$ cat config.mk
export PLATFORM = sky130hd
export DESIGN_NAME = lcard_ctrl
export DESIGN_NICKNAME = d
export VERILOG_FILES = /design/src/rtl/lcard_ctrl.sv
export SDC_FILE = /design/constraint.sdc
export NUM_CORES = 1
export LEC_CHECK = 0
export CAP_MARGIN = 10
export CORE_MARGIN = 8
export CORE_UTILIZATION = 30
export DETAILED_ROUTE_END_ITERATION = 10
export GPL_TIMING_DRIVEN = 0
export PLACE_DENSITY = 0.73
export SLEW_MARGIN = 30
export SYNTH_ARGS = -nofsm -noshare
export SYNTH_HDL_FRONTEND = slang
export SYNTH_SLANG_ARGS = --single-unit
$ cat constraint.sdc
create_clock -name clk -period 1.65 [get_ports clk]
set_input_delay 0.33 -clock clk [delete_from_list [all_inputs] [get_ports clk]]
set_output_delay 0.33 -clock clk [all_outputs]
set_load 0.1 [all_outputs]
$ cat src/rtl/lcard_ctrl.sv
module lcard_ctrl #(
  parameter int AW = 16,
  parameter logic [AW-1:0] CTRL_BASE = 16'hC080,
  parameter logic [AW-1:0] STAT_BANK = 16'hC011,
  parameter logic [AW-1:0] STAT_RD   = 16'hC012
) (
  input  logic          clk,
  input  logic          rst_n,
  input  logic          acc_valid,
  input  logic [AW-1:0] acc_addr,
  input  logic          acc_we,
  input  logic          alt_zp,
  output logic          lc_hit,
  output logic          rd_ram,
  output logic          ram_bank2,
  output logic          ram_aux,
  output logic          wr_ok,
  output logic          stat_hit,
  output logic [7:0]    stat_data
);
  localparam int TOP = AW - 1;

  logic rd_en_q, wr_en_q, bank2_q, pre_q;
  logic ctrl_hit, odd_sel;

  assign ctrl_hit = acc_valid && (acc_addr[TOP:4] == CTRL_BASE[TOP:4]);
  assign odd_sel  = acc_addr[0];

  always_ff @(posedge clk) begin
    if (!rst_n) begin
      rd_en_q <= 1'b0;
      wr_en_q <= 1'b1;
      bank2_q <= 1'b1;
      pre_q   <= 1'b0;
    end else if (ctrl_hit) begin
      bank2_q <= ~acc_addr[3];
      rd_en_q <= ~(acc_addr[1] ^ acc_addr[0]);
      if (odd_sel) begin
        wr_en_q <= wr_en_q | pre_q;
        pre_q   <= ~acc_we;
      end else begin
        wr_en_q <= 1'b0;
        pre_q   <= 1'b0;
      end
    end
  end

  assign lc_hit    = acc_valid && (acc_addr[TOP:TOP-3] >= 4'hD);
  assign rd_ram    = lc_hit && !acc_we && rd_en_q;
  assign wr_ok     = lc_hit && acc_we && wr_en_q;
  assign ram_bank2 = lc_hit && (acc_addr[TOP:TOP-3] == 4'hD) && bank2_q;
  assign ram_aux   = lc_hit && alt_zp;

  logic st_bank, st_rd;
  assign st_bank   = acc_valid && !acc_we && (acc_addr == STAT_BANK);
  assign st_rd     = acc_valid && !acc_we && (acc_addr == STAT_RD);
  assign stat_hit  = st_bank || st_rd;
  assign stat_data = {(st_bank && bank2_q) || (st_rd && rd_en_q), 7'b0};
endmodule

==> impl_results.md, run 1 <==
* Clock Skew at 0.00204 ns
* Ys Warns at 0
* Hold depth at 2
* Worst-skew pair later-pin latency at 0.23 ns
* Vias/cell at 4.62
* FF-to-FF path depth at 3
* Mean post-synth cell area at 8.38 um2
* # diodes at 0
* Wirelength per Cell at 13.9 um
* DR iter-0 viols at 3
* Failing checks: negative setup slack
* CTS tree: yes
* Vias in the first global route at 480
* Largest net degree at the start of global routing at 9
* DRC viols at 0
* Max IR drop VDD at 0.000292 V
* CP Launch Type: input port
* H-tree Lvls at 1
* Pre-Repair DR Iteration Count at 4
* Register bit total from synthesis at 4
* Fin util at 66.4%
* Core area at 0.00128 mm2
* Final ANT Viol Nets at 0
* Worst-margin pin slew at 0.516 ns
* Hold/Removal Path Class: reg -> reg
* Setup slack after placement at -1.40 ns
* Max_slew headroom at 66.0%
* Antenna violations before repair at 0
* Final TNS setup at -0.167 ns
* Max FO, Critical Path at 2
* Gr ovfl total at 0
* CTS clk-pin slew, worst paths at 0.03 ns
* Via count at 490
* CTS Buffer Depth at 2
* Die height at 53.0 um
* Clock buffer count from CTS at 3
* Peak Freq at 577 MHz
* CP endpoint kind: primary output
* Hold Worst Slack at 0.459 ns
* Routability cong. at 0.775
* Power per cell area at 472 mW/mm2
* Synth cell types at 27
* Row count at 13
* Post-DP HPWL at 1210 um
* Worst setup margin at -0.0835 ns
* Worst EP arrival at 1.40 ns
* Leak pwr at 0.416 nW
* Die Area at 0.00281 mm2
* Status: finished with violations
* Setup violations, final at 2
* CP required at 1.32 ns
* MaxCap Viol Count at 0
* Layout cells sized above 1 at 60.4%
* Post-CTS Hold Buffers at 0
* Final WL at 1470 um
* I/O pin total at 35
* Slew Viols, Final at 0
* Layout area overhead at 108%
* Die X at 53.0 um
* # fillers at 104
* Synthesized area at 410 um2
* Post-route minimum period at 1.73 ns
* Most common cell after layout, fill and taps aside: buf_4
* Clock sinks at 4
* Final nets at 116
* RSZ-0062 raised after global routing: true
* Dpl cell area at 773 um2
* Number of buffers added on ports at 27
* Final period utilization at 105%
* Initial core utilization at 31.9%
* WS Path Type: in -> out
* Most frequent cells in the layout: buf_4, buf_6, conb_1
* Cells after synthesis at 49
* First-pass GRT wire length at 2280 um
* GRT Resource Usage Total at 10.5%
* Post-Layout Inst Area at 853 um2
* Root cell of the clock tree: clkbuf_4
* Final Hold Fails at 0
* Register area share after synthesis at 19.5%
==> cell usage after synthesis <==
library cell | count | area share, %
and2_1 | 1 | 1.5
and3b_1 | 2 | 4.3
and3_1 | 2 | 3.0
nand3b_1 | 1 | 1.8
nor4_4 | 1 | 5.2
nor4_1 | 2 | 3.0
nor2_1 | 3 | 2.7
nor2b_1 | 1 | 1.5
nor3_1 | 1 | 1.2
buf_6 | 1 | 2.7
and4b_1 | 1 | 2.4
a31oi_1 | 1 | 1.5
dfxtp_1 | 4 | 20
buf_4 | 7 | 13
nand3_1 | 1 | 1.2
mux2i_1 | 2 | 4.9
and4_1 | 1 | 2.1
conb_1 | 1 | 0.91
a22oi_1 | 1 | 1.8
a41oi_1 | 1 | 2.1
nand2_1 | 5 | 4.6
o2111a_1 | 1 | 2.7
mux2_4 | 1 | 3.7
inv_1 | 2 | 1.8
or3_1 | 1 | 1.5
nand2b_1 | 2 | 3.0
ha_1 | 2 | 6.1
==> repair_timing <==
action / CTS / global route
setup buffers: 4 / 2
setup endpoints to repair: 8 / 4
pin swaps: 10 / 4
gates resized for setup: 106 / 6
==> flip-flops by register name, summed over array words and instances (netlist names) <==
register and cells:
pre_q 1, bank2_q 1, rd_en_q 1, wr_en_q 1
==> power breakdown <==
part	internal, mW	leakage (nW)	switching, mW
Combinational	0.0646	0.370	0.126
Clock	0.0810	0.0138	0.0344
Sequential	0.0973	0.0323	0.00000754
==> final cells by class <==
type                    instances  area, um2  area share, %
plain buffers                   8       63.8           7.48
clock buffers                   3       22.5           2.64
inverters                       2       7.51          0.880
multi-input cells              41        369           43.3
flip-flops and latches          4       80.1           9.38
well taps                      15       18.8           2.20
repair buffers                 33        292           34.2
==> metal layers <==
metal | GRT usage, % | part of all wire [%]
met1 | 11.7 | 36
met2 | 18.9 | 55
met3 | 2.24 | 8.1
met4 | 3.88 | 0
met5 | 0 | 0
==> worst max-delay path, cell delays in order <==
cell and delay (ns):
buf_6 0.10, nor4_4 0.34, nand2_4 0.09, nor4_4 0.28, buf_6 0.26
==> per-stage QoR <==
| stage | power (mW) | cells |
|---|---|---|
| after floorplan | 0.222 | 55 |
| after global placement | 0.286 | 97 |
| after detailed placement | 0.288 | 97 |
| after CTS | 0.408 | 104 |
| after global routing | 0.421 | 106 |
| final | 0.403 | 106 |
==> final timing paths <==
path	slack, ns	to	from
worst max-delay path	-0.08	stat_data[7]	acc_addr[9]
worst min-delay path	0.46	pre_q	pre_q
worst max register to register	0.77	wr_en_q	pre_q
worst min register to register	0.46	pre_q	pre_q
==> kinds of logic (layout without fill, tap and decap cells) <==
group | after synthesis | count (layout) | synth area share, %
buf+inv | 10 | 46 | 17.4
compound gates | 4 | 4 | 8.23
fa+ha+maj | 2 | 2 | 6.10
flops | 4 | 4 | 19.5
simple gates | 25 | 25 | 39.3
other cells | 1 | 7 | 0.914
mux | 3 | 3 | 8.54
Note: power is estimated with default switching activity, not from simulation.
==> inputs of run 2 (changes only) <==
--- a/config.mk
+++ b/config.mk
@@ -10,6 +10,7 @@
 export CORE_UTILIZATION = 30
 export DETAILED_ROUTE_END_ITERATION = 10
 export GPL_TIMING_DRIVEN = 0
+export HOLD_SLACK_MARGIN = 0.02
 export PLACE_DENSITY = 0.73
 export SLEW_MARGIN = 30
 export SYNTH_ARGS = -nofsm -noshare
==> results of run 2 <==
Final layout, timing and power as in run 1 (identical DEF).
